File: src/rtl/ffsk_pkg.sv
package ffsk_pkg;

  // Baud-rate selection decoded from the rate pins
  typedef enum logic [1:0] {
    BAUD_1200 = 2'd0,
    BAUD_2400 = 2'd1,
    BAUD_4800 = 2'd2
  } baudT;

  // Control-to-datapath strobes, at most one high per cycle
  typedef struct packed {
    logic bitStart;   // a valid bit begins at this edge
    logic halfStart;  // a further half-cycle of the current bit begins
    logic fault;      // boundary reached with an illegal configuration
  } strobeT;

endpackage

File: src/rtl/ffsk_tone_path.sv
module ffsk_tone_path
  import ffsk_pkg::*;
#(
  parameter int BASE_HALF = 420,
  parameter int FAST_MULT = 4,
  parameter int CW        = 11
) (
  input  logic          clk,
  input  logic          rstN,
  input  logic          clkRateFast,
  input  logic          slowRateSel,
  input  logic          fastRateSel,
  input  logic          txBit,
  input  strobeT        strobe,
  output logic          cfgOk,
  output logic [CW-1:0] nextLen,
  output logic [1:0]    nextHalves,
  output logic          toneOut,
  output logic          cfgError
);

  // Half-cycle lengths on the slow reference, derived from the 1200 Hz half
  localparam logic [CW-1:0] LEN_1200 = CW'(BASE_HALF);
  localparam logic [CW-1:0] LEN_1800 = CW'((BASE_HALF * 2) / 3);
  localparam logic [CW-1:0] LEN_2400 = CW'(BASE_HALF / 2);
  localparam logic [CW-1:0] LEN_4800 = CW'(BASE_HALF / 4);
  localparam int            MULT_SH  = $clog2(FAST_MULT);

  baudT          rateSel;
  logic [CW-1:0] baseLen;
  logic [CW-1:0] scaledLen;
  logic          toneQ;
  logic          errQ;

  always_comb begin
    if (slowRateSel)      rateSel = BAUD_1200;
    else if (fastRateSel) rateSel = BAUD_4800;
    else                  rateSel = BAUD_2400;
    cfgOk = (rateSel != BAUD_4800) || clkRateFast;
    case (rateSel)
      BAUD_1200: begin
        baseLen    = txBit ? LEN_1200 : LEN_1800;
        nextHalves = txBit ? 2'd2 : 2'd3;
      end
      BAUD_2400: begin
        baseLen    = txBit ? LEN_1200 : LEN_2400;
        nextHalves = txBit ? 2'd1 : 2'd2;
      end
      default: begin
        baseLen    = txBit ? LEN_2400 : LEN_4800;
        nextHalves = txBit ? 2'd1 : 2'd2;
      end
    endcase
  end

  // Reference scaling: shift for a power-of-two ratio, multiply otherwise
  generate
    if ((FAST_MULT & (FAST_MULT - 1)) == 0) begin : g_shift
      assign scaledLen = baseLen << MULT_SH;
    end else begin : g_mult
      assign scaledLen = CW'(baseLen * FAST_MULT);
    end
  endgenerate

  assign nextLen = clkRateFast ? scaledLen : baseLen;

  always_ff @(posedge clk) begin
    if (!rstN) begin
      toneQ <= 1'b0;
      errQ  <= 1'b0;
    end else if (strobe.fault) begin
      toneQ <= 1'b0;
      errQ  <= 1'b1;
    end else if (strobe.bitStart || strobe.halfStart) begin
      toneQ <= ~toneQ;
      if (strobe.bitStart) errQ <= 1'b0;
    end
  end

  assign toneOut  = toneQ;
  assign cfgError = errQ;


  fault_forces_low_chk: assert property (@(posedge clk) disable iff (!rstN)
    strobe.fault |=> (!toneOut && cfgError));


  tone_steady_chk: assert property (@(posedge clk) disable iff (!rstN)
    (!strobe.bitStart && !strobe.halfStart && !strobe.fault) |=> $stable(toneOut));


  tone_flip_chk: assert property (@(posedge clk) disable iff (!rstN)
    (strobe.bitStart || strobe.halfStart) |=> (toneOut != $past(toneOut)));


  slow_4800_illegal_chk: assert property (@(posedge clk) disable iff (!rstN)
    (!clkRateFast && !slowRateSel && fastRateSel) |-> !cfgOk);

endmodule

File: src/rtl/ffsk_bit_ctrl.sv
module ffsk_bit_ctrl
  import ffsk_pkg::*;
#(
  parameter int CW = 11
) (
  input  logic          clk,
  input  logic          rstN,
  input  logic          cfgOk,
  input  logic [CW-1:0] nextLen,
  input  logic [1:0]    nextHalves,
  output strobeT        strobe,
  output logic          bitReq
);

  logic          active;
  logic [CW-1:0] halfTimer;
  logic [CW-1:0] curLen;
  logic [1:0]    halvesLeft;
  logic          halfDone;
  logic          boundary;

  assign halfDone = active && (halfTimer == CW'(1));
  assign boundary = !active || (halfDone && (halvesLeft == 2'd0));

  always_comb begin
    strobe.bitStart  = boundary && cfgOk;
    strobe.fault     = boundary && !cfgOk;
    strobe.halfStart = halfDone && (halvesLeft != 2'd0);
  end

  assign bitReq = boundary;

  always_ff @(posedge clk) begin
    if (!rstN) begin
      active     <= 1'b0;
      halfTimer  <= '0;
      curLen     <= '0;
      halvesLeft <= 2'd0;
    end else if (boundary) begin
      if (cfgOk) begin
        active     <= 1'b1;
        curLen     <= nextLen;
        halfTimer  <= nextLen;
        halvesLeft <= nextHalves - 2'd1;
      end else begin
        active     <= 1'b0;
        halfTimer  <= '0;
        halvesLeft <= 2'd0;
      end
    end else if (strobe.halfStart) begin
      halfTimer  <= curLen;
      halvesLeft <= halvesLeft - 2'd1;
    end else begin
      halfTimer <= halfTimer - CW'(1);
    end
  end


  timer_live_chk: assert property (@(posedge clk) disable iff (!rstN)
    active |-> (halfTimer != '0));


  bit_load_chk: assert property (@(posedge clk) disable iff (!rstN)
    strobe.bitStart |=> (active && halfTimer == $past(nextLen)));


  len_hold_chk: assert property (@(posedge clk) disable iff (!rstN)
    (active && !boundary) |=> $stable(curLen));


  strobe_excl_chk: assert property (@(posedge clk) disable iff (!rstN)
    $onehot0(strobe));

endmodule

File: src/rtl/ffsk_square_mod.sv
module ffsk_square_mod
  import ffsk_pkg::*;
#(
  parameter int BASE_HALF = 420,
  parameter int FAST_MULT = 4
) (
  input  logic clk,
  input  logic rstN,
  input  logic clkRateFast,
  input  logic slowRateSel,
  input  logic fastRateSel,
  input  logic txBit,
  output logic bitReq,
  output logic toneOut,
  output logic cfgError
);

  localparam int CW = $clog2(BASE_HALF * FAST_MULT + 1);

  strobeT        strobe;
  logic          cfgOk;
  logic [CW-1:0] nextLen;
  logic [1:0]    nextHalves;

  ffsk_bit_ctrl #(.CW(CW)) ctrl (
    .clk        (clk),
    .rstN       (rstN),
    .cfgOk      (cfgOk),
    .nextLen    (nextLen),
    .nextHalves (nextHalves),
    .strobe     (strobe),
    .bitReq     (bitReq)
  );

  ffsk_tone_path #(
    .BASE_HALF (BASE_HALF),
    .FAST_MULT (FAST_MULT),
    .CW        (CW)
  ) path (
    .clk         (clk),
    .rstN        (rstN),
    .clkRateFast (clkRateFast),
    .slowRateSel (slowRateSel),
    .fastRateSel (fastRateSel),
    .txBit       (txBit),
    .strobe      (strobe),
    .cfgOk       (cfgOk),
    .nextLen     (nextLen),
    .nextHalves  (nextHalves),
    .toneOut     (toneOut),
    .cfgError    (cfgError)
  );

endmodule

File: config.mk
export PLATFORM = sky130hd
export DESIGN_NAME = ffsk_square_mod
export DESIGN_NICKNAME = d
export VERILOG_FILES = /design/src/rtl/ffsk_pkg.sv /design/src/rtl/ffsk_tone_path.sv /design/src/rtl/ffsk_bit_ctrl.sv /design/src/rtl/ffsk_square_mod.sv
export SDC_FILE = /design/constraint.sdc
export NUM_CORES = 1
export LEC_CHECK = 0
export CAP_MARGIN = 20
export CORE_MARGIN = 5
export CORE_UTILIZATION = 35
export CTS_CLUSTER_DIAMETER = 80
export CTS_CLUSTER_SIZE = 14
export DETAILED_ROUTE_END_ITERATION = 16
export GPL_TIMING_DRIVEN = 0
export PLACE_DENSITY = 0.59
export RECOVER_POWER = 50
export SLEW_MARGIN = 10
export SYNTH_ARGS = -nofsm -noshare
export SYNTH_HDL_FRONTEND = slang
export SYNTH_SLANG_ARGS = --single-unit
File: constraint.sdc
create_clock -name clk -period 4.5 [get_ports clk]
set_clock_uncertainty 0.05 [all_clocks]
set_input_delay 0.9 -clock clk [delete_from_list [all_inputs] [get_ports clk]]
set_output_delay 0.9 -clock clk [all_outputs]
set_load 0.005 [all_outputs]
# Word level (Yosys, flattened, before mapping)
# Cells that the tools add are included.
# op_classes
addsub	3
eq_ne	3
muxes	20
bitwise	2
reduce_logical	19
# op_table
cell	n
2-to-1 mux 11 bit	4
case mux 11 bit (2 select lines)	1
2-to-1 mux 8 bit	2
2-to-1 mux 2 bit	7
== test 11 x 1 -> 1 bit (second input constant)	1
subtractor 11 x 1 -> 11 bit (second input constant)	1
2-to-1 mux 9 bit	1
nonzero test 2 bit	4
logical AND 1 bit	5
2-to-1 mux 1 bit	5
zero test 2 bit	2
AND reduction 2 bit	2
subtractor 2 x 1 -> 2 bit (second input constant)	2
logical OR 1 bit	3
== test 2 x 1 -> 1 bit (second input constant)	1
zero test 1 bit	2
inequality test 2 bit (second input constant)	1
NOT 1 bit	2
OR reduction 2 bit	1
# totals
ff_bits	27
input_bits	6
out_inout_bits	3
word_cells	53

# Longest topological paths before layout
# Gate-level depths: netlist (run 1).
# logic_depth
ltp_word	8
mapped_depth	8
depth_no_buf	7

# By module
# A second synthesis (run 1) with hierarchy kept.
# unflattened
cells_unflattened	212
hier_area_um2	1791.7
# modules_own_cells
module	instances	cells_per_inst	area_each_um2	seq_area_each_um2
ffsk_bit_ctrl	1	161	1393.8	500.5
ffsk_tone_path	1	51	397.9	40.0

# Worst setup path before layout (run 1)
# Ideal clock, no wire load.
# synth_path
path_type	register to output
start	register ctrl.halfTimer[7]
end	output port bitReq
arrival_time_ps	1505
t_required_ps	3550
setup_slack_ps	2045
path_stages_with_launch	5
n_path_buf	1
path_cell_list	dfxtp_1 > or4_1 > buf_2 > o41a_4 > inv_6
# synth_between
elab_chain_len	4
# synth_rtl
item	line_no	rtl
start, declared	ffsk_bit_ctrl.sv:16	logic [CW-1:0] halfTimer;
start signal, assigned	ffsk_bit_ctrl.sv:43	halfTimer <= nextLen;
start signal, assigned	ffsk_bit_ctrl.sv:51	halfTimer <= curLen;
start signal, assigned	ffsk_bit_ctrl.sv:54	halfTimer <= halfTimer - CW'(1);
== test 11 x 1 -> 1 bit	ffsk_bit_ctrl.sv:22	assign halfDone = active && (halfTimer == CW'(1));
logical AND 1 bit	ffsk_bit_ctrl.sv:22	
logical AND 1 bit	ffsk_bit_ctrl.sv:23	assign boundary = !active || (halfDone && (halvesLeft == 2'd0));
logical OR 1 bit	ffsk_bit_ctrl.sv:23	
end, declared	ffsk_square_mod.sv:13	output logic bitReq,
# Every way passes these cells.

# Final worst setup path (run 1)
# Same ends and word-level chain as after synthesis.

==> results of run 1 <==
-- worst max-delay path by stage --
stage | startpoint | to | slack, ns | cells after the start
floorplan | ctrl.halfTimer[7]$_SDFF_PN0_ | bitReq | 2.05 | 4
global placement | ctrl.halfTimer[2]$_SDFF_PN0_ | bitReq | 1.43 | 5
detailed placement | ctrl.halfTimer[7]$_SDFF_PN0_ | bitReq | 1.43 | 5
CTS | ctrl.halfTimer[7]$_SDFF_PN0_ | bitReq | 1.11 | 5
global route | ctrl.halfTimer[2]$_SDFF_PN0_ | bitReq | 0.77 | 5
finish | ctrl.halfTimer[7]$_SDFF_PN0_ | bitReq | 0.90 | 5
-- kinds of logic (layout without fill, tap and decap cells) --
kind of cell,Yosys count,in the layout
compound gates,66,66
simple gates,49,49
flops,27,27
buf+inv,20,31
fa+ha+maj,5,5
xor+xnor,4,4
mux,4,4
-- area by class of cell --
class,instances,area [sq um],area share [%]
tap,52,65.1,3.84
inverter,12,46.3,2.73
buffer,8,32.5,1.92
clock buffer,3,41.3,2.44
multi-input combinational,128,893,52.7
timing repair buffer,7,70.1,4.14
clock inverter,1,5.00,0.295
sequential,27,541,31.9
-- flip-flops by register name, indices dropped and copies added (netlist names) --
| signal | count |
|---|---|
| ctrl.active | 1 |
| ctrl.curLen | 11 |
| ctrl.halfTimer | 11 |
| ctrl.halvesLeft | 2 |
| path.cfgError | 1 |
| path.toneOut | 1 |
-- cells in the final DEF, fill, tap and decap left out, types with 3 or more instances in the layout --
cell	count
mux2i_1	4
o21ai_0	11
dlygate4sd3_1	3
nand2b_1	4
o21a_1	3
nor2_1	10
a22o_1	4
ha_1	5
clkdlybuf4s50_1	4
or4_1	3
o211ai_1	5
o22ai_1	7
nand3_1	4
clkbuf_1	6
xnor2_1	3
nor3_1	3
or3_1	3
a211oi_1	3
inv_1	11
clkbuf_8	3
o2bb2ai_1	7
a21oi_1	6
dfxtp_1	27
nand2_1	9
-- worst max-delay path, stage by stage (launching register included) --
cell,delay (ns)
dfxtp_1,0.32
or4_1,0.52
buf_2,0.18
o41a_1,0.49
clkinvlp_2,0.30
clkdlybuf4s50_1,0.56
-- power groups by stage --
stage               Combinational [mW]  Sequential [mW]  Clock [mW]
global placement                 0.166            0.286           0
detailed placement               0.165            0.286           0
finish                           0.160            0.280       0.138
CTS                              0.167            0.280       0.143
global route                     0.182            0.285       0.156
floorplan                        0.125            0.281           0
-- routing by layer --
layer,track usage (%),up-vias,share of wire [%]
met5,0,-,0
met4,2.62,0,1.3
met3,2.13,6,3.0
met2,19.4,19,44
met1,17.9,607,52
li1,-,684,-
==> flow_metrics.py, run 1 <==
metrics = {
    "status": {
        "status": "complete, no violations",
    },
    "yosys": {
        "synth.most_common_cell": "dfxtp_1",
        "ys_async_sr_fraction_pct": 0,
        "synth_area_leaders": "dfxtp_1 35%, ha_1 4.0%, o2bb2ai_1 4.0%",
        "synth-compound-area-share_pct": 32.8,
        "synth_edf_count": 0,
        "yosys.area_share.xor_xnor_pct": 2.27,
        "yosys.area_share.simple_pct": 17.5,
        "syn_avg_cell_area_sq_um": 8.84,
        "synth_top_family_by_area": "compound AO/OA/AOI/OAI gates",
        "yosys_warnings": 0,
        "synth_top_area_cell": "dfxtp_1",
        "synthAdderAreaFrac_pct": 4.05,
        "syn_area_sq_um": 1550,
        "ys_seq_elements": 27,
        "synth_ff_type": "dfxtp_1",
        "syn_nets": 186,
        "muxShareOfSynthArea_pct": 2.59,
        "synth_top_area_share_pct": 35.0,
        "synthCells": 175,
        "ys_top_cells_by_count": "27 x dfxtp_1, 11 x inv_1, 11 x o21ai_0",
        "yosys.cell_types.count": 51,
        "ys_seq_area_share_pct": 35.0,
    },
    "setup_path": {
        "critPathKind": "reg2out",
        "r2r_start": "ctrl.halfTimer[2]$_SDFF_PN0_",
        "r2r_slack_ns": 1.71,
        "r2r_cells": 7,
        "endpoint_kind": "output pin",
        "cp_max_fo": 9,
        "arrival_ns": 2.65,
        "reg2reg_to": "ctrl.curLen[0]$_SDFFE_PN0P_",
        "cp.required_ns": 3.55,
        "start_kind": "flip-flop",
    },
    "timing": {
        "hold_viol_final": 0,
        "min_period_over_period_pct": 80.1,
        "finalSetupTns_ns": 0,
        "relSlewSlack_pct": 24.4,
        "slew_violations": 0,
        "grt_setup_unrepaired": "false",
        "layout_setup_ws_ns": 0.895,
        "worst_slew_pin_slew_ns": 1.12,
        "period_minus_slack_ns": 3.60,
        "setup_violations": 0,
        "maxClockFrequency_mhz": 277,
        "holdWs_ns": 0.419,
    },
    "hold_path": {
        "holdCritPathClass": "reg2reg",
        "worstHoldEndpoint": "ctrl.curLen[0]$_SDFFE_PN0P_",
        "hold_depth": 1,
        "holdCritStartpoint": "ctrl.curLen[0]$_SDFFE_PN0P_",
    },
    "floorplanning": {
        "dieArea_sq_um": 5850,
        "io_pins": 9,
        "fp.coreArea_sq_um": 4320,
        "initial_utilization_pct": 35.8,
        "die_h_um": 76.5,
        "rows": 24,
        "die_width_um": 76.5,
    },
    "clocking": {
        "cts_hold_buf": 0,
        "cts_root_buffer": "clkbuf_8",
        "cts_made_buffers": 3,
        "cts_tree": "yes",
        "clk_path_buf_depth": 2,
        "post_cts_resized": 0,
        "cts_setup_buffers": 0,
        "insertion_delay_ns": 0.27,
        "clkTransAtPathRegs_ns": 0.09,
        "htreeDepth": 1,
        "cts.sinks": 27,
    },
    "pwr": {
        "p_sw_uw": 185,
        "clkPwrFrac_pct": 23.9,
        "internal_power_uw": 393,
        "p_seq_share_pct": 48.5,
        "ir_drop_mv": 0.132,
        "swShare_pct": 32.0,
        "p_leak_nw": 0.677,
        "cellPowerDensity_nw_per_um2": 341,
        "pwr-share-comb_pct": 27.7,
        "finalPower_uw": 577,
    },
    "global_route": {
        "grt_usage_pct": 12.5,
        "overflow": 0,
        "grt_start_max_net_pins": 16,
        "grt_pass1_wl_mm": 6.13,
        "first_global_vias": 1251,
        "antenna_found_initial": 0,
    },
    "routing": {
        "drtAntennaViolNets": 0,
        "routed_wl_mm": 3.52,
        "wl_per_cell_um": 14.8,
        "drt_iter0_markers": 84,
        "vias_per_cell": 5.53,
        "drc": 0,
        "dr.pass1.iters": 4,
        "dr_total_vias": 1316,
    },
    "final_layout": {
        "final_net_count": 198,
        "fin_util_pct": 39.2,
        "n_antenna_cell": 0,
        "fill_cells": 479,
        "layout-drive-gt1-share_pct": 6.45,
        "synthToLayoutAreaGrowth_pct": 9.55,
        "fin_area_sq_um": 1690,
        "final_cells": 238,
    },
    "placed_design": {
        "hpwl_mm": 2.62,
        "dpl.cell_count": 234,
        "gp_congestion": 0.894,
        "io_buffers": 7,
        "dpl_cell_area_sq_um": 1680,
        "pre_cts_slack_ns": 1.43,
    },
    "flow_run": {
        "cap_viol_max_count": 0,
    },
}
(Power assumes the default switching activity.)
==> run 2: changes to the inputs <==
- clock period: 4.5 -> 3.6 ns (I/O delays scaled with it)
==> flow_metrics.py, run 2 (synthesis gave the netlist of run 1 again) <==
metrics = {
    "timing": {
        "period_minus_slack_ns": 3.26,
        "hold_viol_final": 0,
        "worst_slew_pin_slew_ns": 1.12,
        "layout_setup_ws_ns": 0.344,
        "finalSetupTns_ns": 0,
        "setup_violations": 0,
        "maxClockFrequency_mhz": 307,
        "holdWs_ns": 0.419,
        "grt_setup_unrepaired": "false",
        "min_period_over_period_pct": 90.4,
        "slew_violations": 0,
        "relSlewSlack_pct": 24.6,
    },
    "setup_path": {
        "slowest_delay_ns": 0.53,
        "critical-path-top-delay-family": "buffers and inverters",
        "start_kind": "flip-flop",
        "cp_max_fo": 9,
        "critPathKind": "reg2out",
        "cp.required_ns": 2.83,
        "path_cells": "or4_1 > buf_2 > o41a_1 > inv_6 > clkdlybuf4s50_1",
        "path_buf_inv": 3,
        "arrival_ns": 2.49,
        "r2r_slack_ns": 1.08,
        "endpoint_kind": "output pin",
        "slowest_stage": "o41a_1",
    },
    "global_route": {
        "first_global_vias": 1251,
        "use_met1_pct": 17.9,
        "grt_most_used_layer": "met2",
        "grt_pass1_wl_mm": 6.13,
        "antenna_found_initial": 0,
        "use_met2_pct": 19.4,
        "grt.met3_usage_pct": 2.13,
        "overflow": 0,
        "grt_start_max_net_pins": 16,
        "grt_usage_pct": 12.5,
    },
    "routing": {
        "wl_per_cell_um": 14.8,
        "drc": 0,
        "drtAntennaViolNets": 0,
        "routed_wl_mm": 3.51,
        "dr_total_vias": 1320,
        "drt_iter0_markers": 84,
        "dr.pass1.iters": 4,
        "vias_per_cell": 5.55,
    },
    "status": {
        "status": "complete, no violations",
    },
    "placed_design": {
        "dpl_cell_area_sq_um": 1680,
        "io_buffers": 7,
        "gp_congestion": 0.894,
        "hpwl_mm": 2.62,
        "pre_cts_slack_ns": 0.712,
    },
    "pwr": {
        "cellPowerDensity_nw_per_um2": 426,
        "p_leak_nw": 0.681,
        "ir_drop_mv": 0.165,
        "finalPower_uw": 723,
    },
    "floorplanning": {
        "rows": 24,
        "io_pins": 9,
        "dieArea_sq_um": 5850,
        "die_width_um": 76.5,
        "die_h_um": 76.5,
        "initial_utilization_pct": 35.8,
        "fp.coreArea_sq_um": 4320,
    },
    "clocking": {
        "clk_path_buf_depth": 2,
        "cts_made_buffers": 3,
        "htreeDepth": 1,
        "clkTransAtPathRegs_ns": 0.09,
        "post_cts_resized": 0,
        "cts_tree": "yes",
        "cts_setup_buffers": 0,
        "insertion_delay_ns": 0.27,
        "cts_root_buffer": "clkbuf_8",
        "cts_hold_buf": 0,
        "cts.sinks": 27,
    },
    "flow_run": {
        "cap_viol_max_count": 0,
    },
    "hold_path": {
        "holdCritPathClass": "reg2reg",
    },
    "final_layout": {
        "fill_cells": 479,
        "final_common_cell": "dfxtp_1",
        "final_net_count": 198,
        "synthToLayoutAreaGrowth_pct": 9.79,
        "layout_common_cells": "27 x dfxtp_1, 11 x inv_1, 11 x o21ai_0",
        "layout-drive-gt1-share_pct": 6.45,
        "fin_area_sq_um": 1700,
        "reg.largest.list": "ctrl.curLen (11), ctrl.halfTimer (11), ctrl.halvesLeft (2)",
        "n_antenna_cell": 0,
    },
}
run 2: power breakdown:
part	internal (mW)	total (mW)	switching (mW)
logic	0.0880	0.201	0.113
registers	0.326	0.350	0.0235
clock network	0.0776	0.172	0.0947
total	0.492	0.723	0.232
run 2: worst register-to-register path, cell delays in order (launching register included):
cell and delay [ns]:
dfxtp_1 0.32, or4_1 0.53, buf_2 0.18, o41a_1 0.53, inv_6 0.16, a21oi_1 0.12, clkbuf_1 0.29, a21bo_1 0.26
run 2: final timing paths:
path                                start                     endpoint  cells after the start
min reg2reg   ctrl.curLen[0]$_SDFFE_PN0P_  ctrl.curLen[0]$_SDFFE_PN0P_                      1
max reg2reg  ctrl.halfTimer[7]$_SDFF_PN0_  ctrl.curLen[4]$_SDFFE_PN0P_                      7
max          ctrl.halfTimer[7]$_SDFF_PN0_                       bitReq                      5
min           ctrl.curLen[0]$_SDFFE_PN0P_  ctrl.curLen[0]$_SDFFE_PN0P_                      1
run 2: cell type report:
cell class | count | area (sq um) | share of cell area, %
Buffer | 8 | 32.5 | 1.92
Inverter | 12 | 50.0 | 2.95
Tap cell | 52 | 65.1 | 3.83
Clock inverter | 1 | 5.00 | 0.295
Multi-Input combinational cell | 128 | 893 | 52.6
Clock buffer | 3 | 41.3 | 2.43
Sequential cell | 27 | 541 | 31.8
Timing Repair Buffer | 7 | 70.1 | 4.13
run 2: per-stage QoR:
step                instances  util, %
floorplan                 175        -
finish                    238     39.3
CTS                       238     40.0
global placement          234     38.9
detailed placement        234     38.9
global route              238     39.3
run 2: layer usage:
layer	part of all wire (%)	vias up
met5	0	-
met3	1.9	6
met4	1.3	0
li1	-	686
met2	44	15
met1	53	613
==> run 3: changes to the inputs <==
- HOLD_SLACK_MARGIN: default -> 0.02
==> results of run 3 <==
No change in the layout: final DEF, timing and power equal those of run 2.
